## src/rtl/ecc_inj_pkg.sv

```systemverilog
package ecc_inj_pkg;
  parameter int DATA_W = 64;
  parameter int CHK_W  = 8;
  parameter int REG_W  = 32;
  parameter int ADDR_W = 4;
  parameter int NFLD   = 6;
  parameter int FLD_W  = 16;

  localparam int CW_W = DATA_W + CHK_W;
  localparam int HALF = CW_W / 2;

  localparam logic [ADDR_W-1:0] RA_ARM  = 4'd0;
  localparam logic [ADDR_W-1:0] RA_TYPE = 4'd1;
  localparam logic [ADDR_W-1:0] RA_SECT = 4'd2;
  localparam logic [ADDR_W-1:0] RA_MLO  = 4'd3;
  localparam logic [ADDR_W-1:0] RA_MHI  = 4'd4;
  localparam int                RA_FLD0 = 5;

  localparam int TY_REP = 0;
  localparam int TY_ECC = 1;
  localparam int TY_PAR = 2;

  // field order: dimm, rank, channel, bank, page, column
  function automatic int fld_width(input int i);
    case (i)
      0, 1, 2: return 2;
      3:       return 3;
      4:       return 16;
      default: return 12;
    endcase
  endfunction

  function automatic logic [FLD_W-1:0] fld_mask(input int i);
    return FLD_W'((32'd1 << fld_width(i)) - 32'd1);
  endfunction

  // flip vector over the codeword, limited to the selected halves
  function automatic logic [CW_W-1:0] flip_vec(input logic [DATA_W-1:0] m,
                                               input logic [2:0] t,
                                               input logic [1:0] s);
    logic [CW_W-1:0] f;
    logic [CW_W-1:0] sel;
    f = '0;
    if (t[TY_ECC]) f[CW_W-1:DATA_W] = m[CHK_W-1:0];
    if (t[TY_PAR]) f[DATA_W-1:0] = m;
    sel = {{(CW_W-HALF){s[1]}}, {HALF{s[0]}}};
    return f & sel;
  endfunction
endpackage

```

## src/rtl/inj_regs.sv

```systemverilog
module inj_regs
  import ecc_inj_pkg::*;
(
  input  logic              clk,
  input  logic              rst_n,
  input  logic              we,
  input  logic [ADDR_W-1:0] addr,
  input  logic [REG_W-1:0]  wdata,
  output logic [REG_W-1:0]  rdata,
  input  logic              hit,
  output logic              armed,
  output logic [2:0]        typ,
  output logic [1:0]        sect,
  output logic [DATA_W-1:0] mask,
  output logic              fld_any [NFLD],
  output logic [FLD_W-1:0]  fld_val [NFLD]
);
  logic arm_wr;
  assign arm_wr = we && (addr == RA_ARM);

  always_ff @(posedge clk) begin
    if (!rst_n) begin
      armed <= 1'b0;
      typ   <= '0;
      sect  <= '0;
      mask  <= '0;
      for (int i = 0; i < NFLD; i++) begin
        fld_any[i] <= 1'b1;
        fld_val[i] <= '0;
      end
    end else begin
      if (arm_wr)                 armed <= |wdata;
      else if (hit && !typ[TY_REP]) armed <= 1'b0;
      if (we && addr == RA_TYPE) typ  <= wdata[2:0];
      if (we && addr == RA_SECT) sect <= wdata[1:0];
      if (we && addr == RA_MLO)  mask[REG_W-1:0] <= wdata;
      if (we && addr == RA_MHI)  mask[DATA_W-1:REG_W] <= wdata;
      for (int i = 0; i < NFLD; i++) begin
        if (we && addr == ADDR_W'(RA_FLD0 + i)) begin
          fld_any[i] <= wdata[REG_W-1];
          fld_val[i] <= wdata[FLD_W-1:0] & fld_mask(i);
        end
      end
    end
  end

  always_comb begin
    rdata = '0;
    if (addr == RA_ARM)  rdata[0]   = armed;
    if (addr == RA_TYPE) rdata[2:0] = typ;
    if (addr == RA_SECT) rdata[1:0] = sect;
    if (addr == RA_MLO)  rdata      = mask[REG_W-1:0];
    if (addr == RA_MHI)  rdata      = mask[DATA_W-1:REG_W];
    for (int i = 0; i < NFLD; i++) begin
      if (addr == ADDR_W'(RA_FLD0 + i)) begin
        rdata[REG_W-1]   = fld_any[i];
        rdata[FLD_W-1:0] = fld_val[i];
      end
    end
  end

  a_r9_oneshot_disarm: assert property (@(posedge clk) disable iff (!rst_n)
    (hit && !typ[TY_REP] && !arm_wr) |=> !armed);
  a_r10_repeat_stays: assert property (@(posedge clk) disable iff (!rst_n)
    (hit && typ[TY_REP] && !arm_wr) |=> armed);
  a_r13_sw_wins: assert property (@(posedge clk) disable iff (!rst_n)
    (arm_wr && wdata != '0) |=> armed);
endmodule

```

## src/rtl/inj_match.sv

```systemverilog
module inj_match
  import ecc_inj_pkg::*;
(
  input  logic             fld_any [NFLD],
  input  logic [FLD_W-1:0] fld_val [NFLD],
  input  logic [FLD_W-1:0] addr_in [NFLD],
  output logic             all_match
);
  logic [NFLD-1:0] fld_hit;

  for (genvar g = 0; g < NFLD; g++) begin : g_fld
    assign fld_hit[g] = fld_any[g] || ((addr_in[g] & fld_mask(g)) == fld_val[g]);
  end

  assign all_match = &fld_hit;

  always_comb begin
    if (fld_any[0] && fld_any[1] && fld_any[2] && fld_any[3] && fld_any[4] && fld_any[5])
      a_r5_wildcards_match: assert (all_match);
  end
endmodule

```

## src/rtl/inj_corrupt.sv

```systemverilog
module inj_corrupt
  import ecc_inj_pkg::*;
(
  input  logic              clk,
  input  logic              rst_n,
  input  logic              armed,
  input  logic              valid,
  input  logic              match,
  input  logic [DATA_W-1:0] mask,
  input  logic [2:0]        typ,
  input  logic [1:0]        sect,
  input  logic [CW_W-1:0]   code_in,
  output logic [CW_W-1:0]   code_out,
  output logic              hit
);
  logic [CW_W-1:0] flips;

  assign hit      = armed && valid && match;
  assign flips    = flip_vec(mask, typ, sect);
  assign code_out = hit ? (code_in ^ flips) : code_in;

  a_r3_passthrough: assert property (@(posedge clk) disable iff (!rst_n)
    !armed |-> (code_out == code_in));
  a_r11_done_needs_arm: assert property (@(posedge clk) disable iff (!rst_n)
    hit |-> (armed && valid));
  a_r8_lower_only: assert property (@(posedge clk) disable iff (!rst_n)
    (sect == 2'd1) |-> (code_out[CW_W-1:HALF] == code_in[CW_W-1:HALF]));
  a_r8_upper_only: assert property (@(posedge clk) disable iff (!rst_n)
    (sect == 2'd2) |-> (code_out[HALF-1:0] == code_in[HALF-1:0]));
endmodule

```

## src/rtl/ecc_err_inject.sv

```systemverilog
module ecc_err_inject
  import ecc_inj_pkg::*;
(
  input  logic              clk,
  input  logic              rst_n,
  input  logic              reg_we,
  input  logic [ADDR_W-1:0] reg_addr,
  input  logic [REG_W-1:0]  reg_wdata,
  output logic [REG_W-1:0]  reg_rdata,
  input  logic              wr_valid,
  input  logic [1:0]        wr_dimm,
  input  logic [1:0]        wr_rank,
  input  logic [1:0]        wr_chan,
  input  logic [2:0]        wr_bank,
  input  logic [15:0]       wr_page,
  input  logic [11:0]       wr_col,
  input  logic [CW_W-1:0]   wr_code,
  output logic              mem_valid,
  output logic [CW_W-1:0]   mem_code,
  output logic              inj_done
);
  logic              armed, match, hit;
  logic [2:0]        typ;
  logic [1:0]        sect;
  logic [DATA_W-1:0] mask;
  logic              fld_any [NFLD];
  logic [FLD_W-1:0]  fld_val [NFLD];
  logic [FLD_W-1:0]  addr_arr [NFLD];

  assign addr_arr[0] = FLD_W'(wr_dimm);
  assign addr_arr[1] = FLD_W'(wr_rank);
  assign addr_arr[2] = FLD_W'(wr_chan);
  assign addr_arr[3] = FLD_W'(wr_bank);
  assign addr_arr[4] = FLD_W'(wr_page);
  assign addr_arr[5] = FLD_W'(wr_col);

  inj_regs u_regs (
    .clk(clk), .rst_n(rst_n), .we(reg_we), .addr(reg_addr), .wdata(reg_wdata),
    .rdata(reg_rdata), .hit(hit), .armed(armed), .typ(typ), .sect(sect),
    .mask(mask), .fld_any(fld_any), .fld_val(fld_val)
  );

  inj_match u_match (
    .fld_any(fld_any), .fld_val(fld_val), .addr_in(addr_arr), .all_match(match)
  );

  inj_corrupt u_corrupt (
    .clk(clk), .rst_n(rst_n), .armed(armed), .valid(wr_valid), .match(match),
    .mask(mask), .typ(typ), .sect(sect), .code_in(wr_code),
    .code_out(mem_code), .hit(hit)
  );

  assign mem_valid = wr_valid;
  assign inj_done  = hit;

  a_r11_done_with_valid: assert property (@(posedge clk) disable iff (!rst_n)
    inj_done |-> mem_valid);
endmodule

```

## config.mk

```make
export PLATFORM = sky130hd
export DESIGN_NAME = ecc_err_inject
export DESIGN_NICKNAME = d
export VERILOG_FILES = /design/src/rtl/ecc_inj_pkg.sv /design/src/rtl/inj_regs.sv /design/src/rtl/inj_match.sv /design/src/rtl/inj_corrupt.sv /design/src/rtl/ecc_err_inject.sv
export SDC_FILE = /design/constraint.sdc
export NUM_CORES = 1
export LEC_CHECK = 0
export BUFFER_PORTS_ARGS = -buffer_cell sky130_fd_sc_hd__buf_4
export CAP_MARGIN = 10
export CORE_MARGIN = 2
export CORE_UTILIZATION = 45
export DETAILED_ROUTE_END_ITERATION = 7
export MAX_ROUTING_LAYER = met4
export PLACE_DENSITY = 0.74
export REMOVE_ABC_BUFFERS = 1
export SLEW_MARGIN = 10
export SYNTH_ARGS = -nofsm -noshare
export SYNTH_HDL_FRONTEND = slang
export SYNTH_SLANG_ARGS = --single-unit
```

## constraint.sdc

```tcl
create_clock -name clk -period 4.9 [get_ports clk]
set_clock_uncertainty 0.1 [all_clocks]
set_input_delay 0.735 -clock clk [delete_from_list [all_inputs] [get_ports clk]]
set_output_delay 0.735 -clock clk [all_outputs]
set_load 0.1 [all_outputs]
```

After elaboration in Yosys (flattened, before gate mapping)

Cells that the tools add are included.

Add/subtract/negate cells: 6
Equal/unequal tests: 16
Shift operators: 6
Mux-type cells: 34
Bitwise logic cells: 8
Reduce and logical (&&, ||, !) cells: 25

Operators with widths:

| kind                                               | count |
|---|---|
| 2-to-1 mux 32 bit                                  | 14 |
| left shift 1 x 32 -> 16 bit, first input constant  | 6 |
| AND 16 bit                                         | 6 |
| 2-to-1 mux 16 bit                                  | 6 |
| subtractor 16 x 1 -> 16 bit, second input constant | 6 |
| AND 72 bit                                         | 1 |
| 2-to-1 mux 72 bit                                  | 1 |
| XOR 72 bit                                         | 1 |
| 2-to-1 mux 64 bit                                  | 1 |
| == test 2 x 16 -> 1 bit                            | 3 |
| OR reduction 32 bit                                | 1 |
| == test 12 x 16 -> 1 bit                           | 1 |
| == test 16 bit                                     | 1 |
| == test 3 x 16 -> 1 bit                            | 1 |
| == test 4 x 3 -> 1 bit, second input constant      | 4 |
| logical AND 1 bit                                  | 14 |
| == test 4 bit, second input constant               | 3 |
| 2-to-1 mux 1 bit                                   | 9 |
| == test 4 x 2 -> 1 bit, second input constant      | 2 |
| 2-to-1 mux 8 bit                                   | 1 |
| logical OR 1 bit                                   | 6 |
| AND reduction 6 bit                                | 1 |
| == test 4 x 1 -> 1 bit, second input constant      | 1 |
| zero test 4 bit                                    | 1 |
| 4 further kinds                                    | 4 |

Register bits: 172
Bits of input ports: 149
Logic and storage cells: 112

Logic depth before layout (Yosys ltp)

Gate-level depths: netlist of the first run.

Depth after elaboration: 12
Mapped depth: 8

Modules after synthesis

A second synthesis of the first run with hierarchy kept.

Cells, all modules: 929
Area, all modules: 7231.9 um^2

Modules (own cells, without submodules):

| module         | times used | cells an instance | area an instance (um^2) | sequential area each (um^2) |
|---|---|---|---|---|
| inj_regs       | 1          | 691               | 5441.5                  | 2262.2 |
| inj_corrupt    | 1          | 163               | 1219.9                  | 0.0 |
| inj_match      | 1          | 73                | 559.3                   | 0.0 |
| ecc_err_inject | 1          | 2                 | 11.3                    | 0.0 |

Worst setup path after synthesis of the first run

Ideal clock, no wire load.

Kind: input -> output
Start point: in reg_addr[0]
End point: out reg_rdata[1]
Arrival: 3625 ps
Setup slack: 440 ps
Stages: 7
Path buffers: 1
Path through: buf_2 > inv_1 > nor2_1 > a22oi_1 > nor2_1 > a21oi_1 > o21ai_0

Cells in the longest elaborated chain, start to end: 11
Elaborated cells on any way between the ends: 20
Classes of those cells: eq/ne: 10; mux: 10

RTL lines:

| element                        | RTL line            | RTL |
|---|---|---|
| from (decl)                    | ecc_err_inject.sv:7 | `input logic [ADDR_W-1:0] reg_addr,` |
| == test 4 x 1 -> 1 bit         | inj_regs.sv:50      | `if (addr == RA_TYPE) rdata[2:0] = typ;` |
| 2-to-1 mux 3 bit               | inj_regs.sv:50      |  |
| 2-to-1 mux 2 bit               | inj_regs.sv:51      | `if (addr == RA_SECT) rdata[1:0] = sect;` |
| 2-to-1 mux 32 bit              | inj_regs.sv:52      | `if (addr == RA_MLO) rdata = mask[REG_W-1:0];` |
| 2-to-1 mux 32 bit              | inj_regs.sv:53      | `if (addr == RA_MHI) rdata = mask[DATA_W-1:REG_W];` |
| 2-to-1 mux 16 bit (5 in a row) | inj_regs.sv:55      | `if (addr == ADDR_W'(RA_FLD0 + i)) begin` |
| 2-to-1 mux 16 bit (*)          | inj_regs.sv:55      |  |
| to (decl)                      | ecc_err_inject.sv:9 | `output logic [REG_W-1:0] reg_rdata,` |

Mark *: on every way between the ends. The rest lies on a longest branch, timed or not.

Worst setup path in the final report of the first run

Start point: in wr_rank[1]
End point: out mem_code[68]

Cells in the longest elaborated chain, start to end: 5

RTL lines:

| element                 | RTL line             | RTL |
|---|---|---|
| from (decl)             | ecc_err_inject.sv:12 | `input logic [1:0] wr_rank,` |
| == test 2 x 16 -> 1 bit | inj_match.sv:12      | `assign fld_hit[g] = fld_any[g] \|\| ((addr_in[g] & fld_mask(g)) == fld_val[g]);` |
| logical OR 1 bit        | inj_match.sv:12      |  |
| AND reduction 6 bit     | inj_match.sv:15      | `assign all_match = &fld_hit;` |
| logical AND 1 bit       | inj_corrupt.sv:18    | `assign hit = armed && valid && match;` |
| 2-to-1 mux 72 bit       | inj_corrupt.sv:20    | `assign code_out = hit ? (code_in ^ flips) : code_in;` |
| to (decl)               | ecc_err_inject.sv:19 | `output logic [CW_W-1:0] mem_code,` |

Every way passes these cells.

==> results.txt, run 1 <==
----------------------------------------------------
[Timing]
  Transition time of the tightest slew-check pin ... 985 ps
  Worst setup slack after layout ... 761 ps
  # setup viols final ... 0
  Minimum clock period ... 4140 ps
  Final Slew Violations ... 0
  RSZ-0062 raised after global routing ... false
  Number of endpoints with negative hold slack in the final report ... 0
  Headroom to the max-slew limit ... 34.3%
  Worst hold margin ... 372 ps
  Max Freq ... 0.242 GHz
  Portion of the clock cycle consumed by the worst path in the final layout ... 84.5%

[Floorplan]
  Total Die Area ... 16000 um2
  Horizontal die dimension ... 127 um
  Total core area ... 14600 um2
  # rows ... 44
  Initial cell density of the core ... 46.3%
  Height of the chip ... 127 um
  Boundary pin count ... 255

[Detailed routing]
  Number of search-and-repair iterations in the first detailed-routing pass ... 5
  Antenna-violating nets left ... 0
  Total Wirelength ... 24.2 mm
  Violation count after the first detailed-routing iteration ... 595
  Number of design rule violations left after detail routing ... 0
  Number of vias per cell ... 5.71
  Average wire length per cell after detail routing ... 18.9 um
  Total number of vias ... 7320

[Logic synthesis]
  Number of cells produced by synthesis ... 868
  Distinct cell type count of the synthesized netlist ... 42
  Synth area leader ... sky130_fd_sc_hd__dfxtp_1
  Seq/Total Area, Yosys ... 33.5%
  Number of enable-type register cells in the synthesized netlist ... 0
  Fraction of synthesis flops using an asynchronous set or reset pin ... 0%
  Area of the mapped netlist ... 6750 um2
  Top area cells in the synthesized netlist ... sky130_fd_sc_hd__dfxtp_1 34%, sky130_fd_sc_hd__nand2_1 12%, sky130_fd_sc_hd__xnor2_1 10%, sky130_fd_sc_hd__a21boi_0 8.6%, sky130_fd_sc_hd__nand4_1 6.8%
  Synthesis Warnings ... 0
  Predominant post-synthesis flop cell ... sky130_fd_sc_hd__dfxtp_1
  Share of the synthesized area in the top cell type ... 33.5%
  Number of storage elements in the synthesis netlist ... 113
  Syn avg cell area ... 7.78 um2
  Count leader, synth ... sky130_fd_sc_hd__nand2_1
  Leading post-synthesis cells by instance count ... 215 x sky130_fd_sc_hd__nand2_1, 113 x sky130_fd_sc_hd__dfxtp_1, 80 x sky130_fd_sc_hd__xnor2_1

[Critical path]
  Critical Path Sink Type ... output pin
  Arrival time worst endpoint ... 3300 ps
  Worst path required time ... 4070 ps
  Startpoint Class ... input port
  Library cell contributing the largest single delay on the critical path ... sky130_fd_sc_hd__nor4_1
  CP cell instances ... buf_4 > xnor2_1 > a21oi_1 > nor4_1 > nor3b_4 > buf_12 > nand4_1 > xnor2_1 > buf_4
  Critical path start-end classification ... input port to output pin
  Flop2flop setup slack ... 2490 ps
  Largest fanout on the critical path ... 71
  Longest individual stage delay on the worst path ... 760 ps

[Clock network]
  TritonCTS clock tree ... built
  Number of buffers on the longest clock path ... 2
  Number of clock buffers inserted by TritonCTS ... 17
  Number of sinks driven by the clock tree ... 113
  Hold-fix buffers, CTS ... 0
  Clock latency of the later-clocked register in the worst-skew pair ... 410 ps
  Total setup buffers inserted after CTS ... 0
  Number of gates given a new drive strength after cts ... 0
  Clock-pin slew reported for the worst setup and hold paths after clock tree synthesis ... 50 ps
  Clock H-tree levels ... 4
  Root cell of the clock tree ... sky130_fd_sc_hd__clkbuf_16

[Cells and area]
  Final Net Count ... 1234
  Sequential cell area ... 2260 um2
  Share of final-layout standard cells stronger than drive strength 1 ... 28.5%
  Fill cell total of the finished layout ... 1355
  Area grow syn2layout ... 39.0%
  Number of diodes ... 0
  Combined area of the multi-input logic cells ... 4160 um2

[Run]
  Max capacitance violation total ... 0

[Global route]
  Vias in the first global route ... 6940
  Number of antenna violations at the first check in global routing ... 0
  Overall global routing resource usage ... 29.9%
  First-pass GRT wire length ... 36.9 mm
  Maximum number of pins on one net before global-route repair ... 114
  Global route overflow ... 0

[Status]
  Outcome ... finished, final reports clean

[Placed design]
  Number of port buffers ... 254
  Final RePlAce weighted congestion ... 0.874
  Placed wire-length estimate ... 16.7 mm
  Dpl ws ... 775 ps

[Min path]
  Path type of the worst min-delay path ... register to register

[Pwr]
  Pwr dens ... 314 nW/um2
  Peak supply drop ... 0.000263 V
  Leak Pwr ... 3.70 nW

----------------------------------------------------
-- sequential cells by signal (all words and copies together), names as in the netlist --
register / count
u_regs.mask: 64
u_regs.fld_val: 37
u_regs.fld_any: 6
u_regs.typ: 3
u_regs.sect: 2
u_regs.armed: 1
-- stage by stage --
stage                     util, %  TNS (ps)  cells  total power, mW  area [um2]
after global placement       59.7         0   1250             1.56        8710
after floorplan                 -    -86720    796             1.33        6410
final                        64.3         0   1282             2.95        9390
after global routing         64.3         0   1282             3.02        9390
after detailed placement     59.7         0   1250             1.57        8710
after CTS                    64.3         0   1282             2.95        9390
-- cell type report --
class	count	share of cell area, %
Clock buffer	20	4.97
Inverter	7	0.280
Sequential cell	113	24.1
Timing Repair Buffer	270	21.7
Clock inverter	12	2.17
Multi-Input combinational cell	676	44.3
Tap cell	184	2.45
-- cells by family (layout without fill, tap and decap cells) --
group / count (synthesis) / in the layout / synth area share (%)
AOI/OAI and AO/OA: 185 / 185 / 19.7
xor gates and xnor gates: 109 / 109 / 14.1
buffers and inverters: 79 / 309 / 5.39
DFF: 113 / 113 / 33.5
muxes: 11 / 11 / 1.85
and+or+nand+nor: 371 / 371 / 25.4
-- routing by layer --
| metal | vias to the layer above | track usage [%] | part of all wire (%) |
|---|---|---|---|
| met5 | - | - | 0 |
| met4 | 0 | 10.4 | 2.3 |
| met3 | 44 | 5.74 | 8.5 |
| met2 | 362 | 47.7 | 48 |
| met1 | 3446 | 37.9 | 41 |
| li1 | 3468 | - | - |
-- power by group --
part | leakage, nW | switching, mW | total [mW] | internal [mW]
clock network | 0.319 | 0.453 | 1.40 | 0.944
registers | 0.912 | 0.0119 | 0.944 | 0.932
logic | 2.47 | 0.420 | 0.605 | 0.185
-- placed cells by master (no fill, tap or decap), types with 2 or more instances in the layout --
master	n
sky130_fd_sc_hd__buf_4	269
sky130_fd_sc_hd__nand2_1	215
sky130_fd_sc_hd__dfxtp_1	113
sky130_fd_sc_hd__xnor2_1	80
sky130_fd_sc_hd__a21boi_0	77
sky130_fd_sc_hd__nand4_1	73
sky130_fd_sc_hd__nor2_1	30
sky130_fd_sc_hd__xor2_1	29
sky130_fd_sc_hd__a21oi_1	23
sky130_fd_sc_hd__a21boi_1	23
sky130_fd_sc_hd__o21ai_0	18
sky130_fd_sc_hd__nor4_1	17
sky130_fd_sc_hd__clkbuf_16	17
sky130_fd_sc_hd__a22o_1	15
sky130_fd_sc_hd__a222oi_1	12
sky130_fd_sc_hd__nor2b_1	10
sky130_fd_sc_hd__nand3_1	9
sky130_fd_sc_hd__mux2i_1	8
sky130_fd_sc_hd__inv_1	7
sky130_fd_sc_hd__o22ai_1	5
sky130_fd_sc_hd__bufinv_16	5
sky130_fd_sc_hd__nand2b_1	4
sky130_fd_sc_hd__a31oi_1	3
sky130_fd_sc_hd__a22oi_1	3
sky130_fd_sc_hd__clkinvlp_4	3
sky130_fd_sc_hd__clkbuf_8	3
sky130_fd_sc_hd__and2_1	2
sky130_fd_sc_hd__nor3_1	2
sky130_fd_sc_hd__nor3_4	2
sky130_fd_sc_hd__mux2_2	2
sky130_fd_sc_hd__o211ai_1	2
sky130_fd_sc_hd__clkinv_4	2
-- worst max-delay path: cells and delay by family --
kind	cells	cell delay, ps
xor gates and xnor gates	2	370
AOI/OAI and AO/OA	1	90
and+or+nand+nor	3	1310
buffers and inverters	3	760
-- path summary, 6_finish.rpt --
kind                            from         endpoint  cells past startpoint
setup / recovery          wr_rank[1]     mem_code[68]                      9
hold / removal       u_regs.mask[30]  u_regs.mask[30]                      2
setup reg to reg  u_regs.fld_val[65]     u_regs.armed                      6
hold reg to reg      u_regs.mask[30]  u_regs.mask[30]                      2
Power figures use the tool's default switching activity.
==> inputs of run 2 (changes only) <==
--- a/config.mk
+++ b/config.mk
@@ -11,7 +11,7 @@
 export CORE_UTILIZATION = 45
 export DETAILED_ROUTE_END_ITERATION = 7
 export MAX_ROUTING_LAYER = met4
-export PLACE_DENSITY = 0.74
+export PLACE_DENSITY = 0.77
 export REMOVE_ABC_BUFFERS = 1
 export SLEW_MARGIN = 10
 export SYNTH_ARGS = -nofsm -noshare
==> constraint.sdc (replaced) <==
create_clock -name clk -period 3.4 [get_ports clk]
set_clock_uncertainty 0.1 [all_clocks]
set_input_delay 0.51 -clock clk [delete_from_list [all_inputs] [get_ports clk]]
set_output_delay 0.51 -clock clk [all_outputs]
set_load 0.1 [all_outputs]
==> run 2 against run 1 <==
The flow now finishes with violations (setup timing). Highest routed layer unchanged. Critical path type is now register to output pin. Flip-flop and latch count unchanged. Count of clock-buffer cells in the layout unchanged. First-iteration DRC count up 34%. Power up 48%. Die area unchanged. Non-clock buffer count up 31. Via count up 3.7%. Critical path depth up 1. Hold slack worse by 110 ps. Sequential share of layout area down 1.3 points. Global-route usage up 0.95 points.
==> results.txt, run 2 (synthesized netlist as in run 1, its figures left out) <==
----------------------------------------------------
[Clock network]
  Number of clock buffers inserted by TritonCTS ... 17
  Root cell of the clock tree ... sky130_fd_sc_hd__clkbuf_16
  Clock H-tree levels ... 4
  TritonCTS clock tree ... built
  Number of buffers on the longest clock path ... 2
  Number of sinks driven by the clock tree ... 113
  Clock-pin slew reported for the worst setup and hold paths after clock tree synthesis ... 60 ps
  Clock latency of the later-clocked register in the worst-skew pair ... 400 ps

[Placed design]
  Placed instance count ... 1274
  Placed wire-length estimate ... 17.6 mm
  Final RePlAce weighted congestion ... 0.884
  Number of port buffers ... 254
  DP Area ... 8930 um2
  Dpl ws ... -3.20 ps

[Critical path]
  Logic depth of the worst setup path including buffers ... 10
  Worst path required time ... 2790 ps
  Critical Path Sink Type ... output pin
  Startpoint Class ... register
  Largest delay share family, worst path ... simple AND/OR/NAND/NOR gates
  CP Buf/Inv Count ... 4
  Length in cells of the worst reg-to-reg path ... 6
  Flop2flop setup slack ... 1260 ps
  Longest individual stage delay on the worst path ... 350 ps
  Most used cell along the critical path ... sky130_fd_sc_hd__buf_12
  CP cell instances ... xor2_1 > nor4_4 > a31oi_2 > nor3b_4 > buf_12 > buf_12 > buf_6 > nand4_1 > xnor2_2 > buf_8
  Largest fanout on the critical path ... 7
  Library cell contributing the largest single delay on the critical path ... sky130_fd_sc_hd__nor4_4
  Critical path start-end classification ... register to output pin
  Arrival time worst endpoint ... 2800 ps

[Detailed routing]
  Number of search-and-repair iterations in the first detailed-routing pass ... 7
  Number of design rule violations left after detail routing ... 0
  Total number of vias ... 7594
  Total Wirelength ... 25.7 mm
  Average wire length per cell after detail routing ... 19.6 um
  Number of vias per cell ... 5.79
  Violation count after the first detailed-routing iteration ... 800
  Antenna-violating nets left ... 0

[Cells and area]
  Highest-count cells in the layout ignoring fill and taps ... 264 x sky130_fd_sc_hd__buf_4, 215 x sky130_fd_sc_hd__nand2_1, 108 x sky130_fd_sc_hd__dfxtp_1
  Fill cell total of the finished layout ... 1197
  Number of diodes ... 0
  Area grow syn2layout ... 47.4%
  Non-filler instance count after layout ... 1312
  Largest register by flop count ... u_regs.mask
  Most common cell after layout, fill and taps aside ... sky130_fd_sc_hd__buf_4
  Share of final-layout standard cells stronger than drive strength 1 ... 31.7%
  Post-layout instance area ... 9950 um2
  Largest registers ... u_regs.mask: 64 flops, u_regs.fld_val: 37 flops, u_regs.fld_any: 6 flops
  Number of flip-flops in the largest register ... 64
  Final Net Count ... 1265

[Timing]
  Number of endpoints with negative hold slack in the final report ... 0
  Worst setup slack after layout ... -7.03 ps
  Minimum clock period ... 3410 ps
  Portion of the clock cycle consumed by the worst path in the final layout ... 100%
  Max Freq ... 0.294 GHz
  Headroom to the max-slew limit ... 32.1%
  Transition time of the tightest slew-check pin ... 1020 ps
  Worst hold margin ... 266 ps
  # setup viols final ... 1
  Final Slew Violations ... 0

[Status]
  Outcome ... finished, violations left
  Violations in the final reports ... setup timing

[Floorplan]
  # rows ... 44
  Initial cell density of the core ... 46.3%
  Total core area ... 14600 um2
  Horizontal die dimension ... 127 um
  Height of the chip ... 127 um
  Total Die Area ... 16000 um2
  Boundary pin count ... 255

[Min path]
  Hold Path Depth ... 3
  Path type of the worst min-delay path ... input port to register

[Pwr]
  Pwr dens ... 439 nW/um2
  Final Total Pwr ... 4.37 mW
  Leak Pwr ... 3.97 nW
  Peak supply drop ... 0.000328 V

[Global route]
  Number of antenna violations at the first check in global routing ... 0
  Maximum number of pins on one net before global-route repair ... 114
  Global route overflow ... 0
  First-pass GRT wire length ... 38.2 mm
  Vias in the first global route ... 7113
  Overall global routing resource usage ... 30.8%

[Run]
  Max capacitance violation total ... 0

----------------------------------------------------
run 2: where the power goes:
part | internal, mW | total [mW] | leakage, nW | switching, mW
Sequential | 1.34 | 1.36 | 0.915 | 0.0181
Combinational | 0.293 | 0.915 | 2.72 | 0.622
Clock | 1.48 | 2.09 | 0.336 | 0.609
run 2: cell type report:
cell class / instances / area (um2) / area share [%]
Multi-Input combinational cell: 676 / 4250 / 42.7
Timing Repair Buffer: 301 / 2490 / 25.0
Clock buffer: 20 / 457 / 4.59
Inverter: 7 / 26.3 / 0.264
Clock inverter: 11 / 233 / 2.34
Tap cell: 184 / 230 / 2.31
Sequential cell: 113 / 2270 / 22.8
run 2: per-stage QoR:
step	utilization (%)	setup TNS (ps)
floorplan	-	-168770
global placement	61.2	0
detailed placement	61.2	-3.20
CTS	66.2	0
global route	68.2	-2540
finish	68.2	-7.03
run 2: what timing repair did:
action	in CTS	in global routing
pin swaps	0	12
buffers inserted	0	4
hold buffers	0	0
cloned	0	3
resized for setup	8	44
endpoints found under the setup margin	65	68
run 2: path summary, 6_finish.rpt:
path                                        end               start
worst max register to register     u_regs.armed  u_regs.fld_val[18]
worst min register to register  u_regs.mask[28]     u_regs.mask[28]
worst max-delay path               mem_code[67]   u_regs.fld_val[3]
worst min-delay path            u_regs.mask[54]       reg_wdata[22]
run 2: layer usage:
metal | vias to the layer above | wire length [um] | track usage, %
li1 | 3522 | - | -
met4 | 0 | 645 | 8.21
met1 | 3596 | 10300 | 39.8
met3 | 53 | 2480 | 5.95
met2 | 423 | 12300 | 49.6
met5 | - | 0 | -
run 2: tightest hold or removal path, cell delays in order:
cell	delay, ps
sky130_fd_sc_hd__buf_4	120
sky130_fd_sc_hd__nand2_1	50
sky130_fd_sc_hd__a21boi_1	50
==> inputs of run 3 (changes only) <==
--- a/config.mk
+++ b/config.mk
@@ -10,7 +10,6 @@
 export CORE_MARGIN = 2
 export CORE_UTILIZATION = 45
 export DETAILED_ROUTE_END_ITERATION = 7
-export MAX_ROUTING_LAYER = met4
 export PLACE_DENSITY = 0.77
 export REMOVE_ABC_BUFFERS = 1
 export SLEW_MARGIN = 10
==> run 3 against run 2 <==
Highest routed layer unchanged. Non-clock buffer count unchanged. The run now ends clean. Critical path type unchanged. Final area is essentially flat. Largest cell class unchanged. Combinational power is essentially flat.
==> results.txt, run 3 (synthesized netlist as in run 1, its figures left out) <==
----------------------------------------------------
[Global route]
  Vias in the first global route ... 7115
  Overall global routing resource usage ... 29.9%
  Global route overflow ... 0
  Number of antenna violations at the first check in global routing ... 0
  First-pass GRT wire length ... 38.2 mm
  Maximum number of pins on one net before global-route repair ... 114

[Detailed routing]
  Violation count after the first detailed-routing iteration ... 822
  Number of vias per cell ... 5.80
  Number of design rule violations left after detail routing ... 0
  Total number of vias ... 7610
  Antenna-violating nets left ... 0
  Average wire length per cell after detail routing ... 19.6 um
  Total Wirelength ... 25.7 mm
  Number of search-and-repair iterations in the first detailed-routing pass ... 6

[Critical path]
  Largest fanout on the critical path ... 7
  Critical Path Sink Type ... output pin
  Worst path required time ... 2790 ps
  Arrival time worst endpoint ... 2780 ps
  Startpoint Class ... register
  Critical path start-end classification ... register to output pin

[Cells and area]
  Largest register by flop count ... u_regs.mask
  Number of flip-flops in the largest register ... 64
  Area grow syn2layout ... 47.3%
  Share of final-layout standard cells stronger than drive strength 1 ... 31.6%
  Largest registers ... u_regs.mask: 64 flops, u_regs.fld_val: 37 flops, u_regs.fld_any: 6 flops
  Number of diodes ... 0
  Non-filler instance count after layout ... 1312
  Final Net Count ... 1265
  Post-layout instance area ... 9950 um2
  Highest-count cells in the layout ignoring fill and taps ... 264 x sky130_fd_sc_hd__buf_4, 215 x sky130_fd_sc_hd__nand2_1, 108 x sky130_fd_sc_hd__dfxtp_1
  Most common cell after layout, fill and taps aside ... sky130_fd_sc_hd__buf_4

[Clock network]
  Number of clock buffers inserted by TritonCTS ... 17
  TritonCTS clock tree ... built
  Hold-fix buffers, CTS ... 0
  Clock H-tree levels ... 4
  Clock latency of the later-clocked register in the worst-skew pair ... 400 ps
  Number of sinks driven by the clock tree ... 113
  Root cell of the clock tree ... sky130_fd_sc_hd__clkbuf_16
  Clock-pin slew reported for the worst setup and hold paths after clock tree synthesis ... 60 ps
  Number of buffers on the longest clock path ... 2

[Timing]
  Transition time of the tightest slew-check pin ... 987 ps
  Worst hold margin ... 264 ps
  Portion of the clock cycle consumed by the worst path in the final layout ... 99.8%
  Number of endpoints with negative hold slack in the final report ... 0
  Headroom to the max-slew limit ... 34.2%
  Minimum clock period ... 3390 ps
  Final setup TNS ... 0 ps
  Worst setup slack after layout ... 7.02 ps
  Max Freq ... 0.295 GHz
  Final Slew Violations ... 0
  # setup viols final ... 0

[Floorplan]
  Total Die Area ... 16000 um2
  # rows ... 44
  Boundary pin count ... 255
  Initial cell density of the core ... 46.3%
  Horizontal die dimension ... 127 um
  Height of the chip ... 127 um
  Total core area ... 14600 um2

[Placed design]
  DP Area ... 8930 um2
  Number of port buffers ... 254
  Dpl ws ... -3.20 ps
  Final RePlAce weighted congestion ... 0.869
  Placed instance count ... 1274
  Placed wire-length estimate ... 17.6 mm

[Pwr]
  Peak supply drop ... 0.000332 V
  Leak Pwr ... 3.97 nW
  Pwr dens ... 439 nW/um2

[Run]
  Max capacitance violation total ... 0

[Status]
  Outcome ... finished, final reports clean

[Min path]
  Path type of the worst min-delay path ... input port to register

----------------------------------------------------
[run 3: worst paths after layout]
kind / start / slack (ps) / cells after the start / end
setup reg to reg: u_regs.fld_val[27] / 1220 / 6 / u_regs.armed
hold / removal: reg_wdata[22] / 260 / 3 / u_regs.mask[54]
setup / recovery: u_regs.fld_val[3] / 7 / 10 / mem_code[67]
hold reg to reg: u_regs.mask[28] / 370 / 2 / u_regs.mask[28]
[run 3: critical path: stages (launching register included)]
cell and delay, ps:
sky130_fd_sc_hd__dfxtp_2 330, sky130_fd_sc_hd__xor2_1 200, sky130_fd_sc_hd__nor4_4 340, sky130_fd_sc_hd__a31oi_2 200, sky130_fd_sc_hd__nor3b_4 260, sky130_fd_sc_hd__buf_12 160
sky130_fd_sc_hd__buf_12 130, sky130_fd_sc_hd__buf_6 110, sky130_fd_sc_hd__nand4_1 140, sky130_fd_sc_hd__xnor2_2 260, sky130_fd_sc_hd__buf_8 230
[run 3: layout make-up]
cell class                 count  area [um2]
clock inverter                11         233
sequential                   113        2270
fill                        1197        4640
multi-input combinational    676        4250
inverter                       7        26.3
timing repair buffer         301        2490
clock buffer                  20         457
tap                          184         230
[run 3: report_power, final]
group | switching, mW | internal, mW
logic | 0.622 | 0.292
clock network | 0.612 | 1.48
registers | 0.0181 | 1.34
[run 3: per-layer routing]
metal	wire, um	global-route usage, %	up-vias
met5	0	0	-
met4	689	8.79	0
met3	2670	6.12	62
met2	12200	49.5	435
met1	10200	39.6	3587
li1	-	-	3526
[run 3: per-stage QoR]
step           utilization [%]  total power [mW]
6_report                  68.2              4.37
5_1_grt                   68.2              4.47
4_1_cts                   66.2              4.34
3_5_place_dp              61.2              2.26
3_3_place_gp              61.2              2.26
2_1_floorplan                -              1.92
[run 3: timing repair]
item                                    4_1_cts  5_1_grt
resized for setup                             8       43
endpoints found under the setup margin       65       68
buffers inserted                              0        4
pin swaps                                     0       12
gates cloned                                  0        3
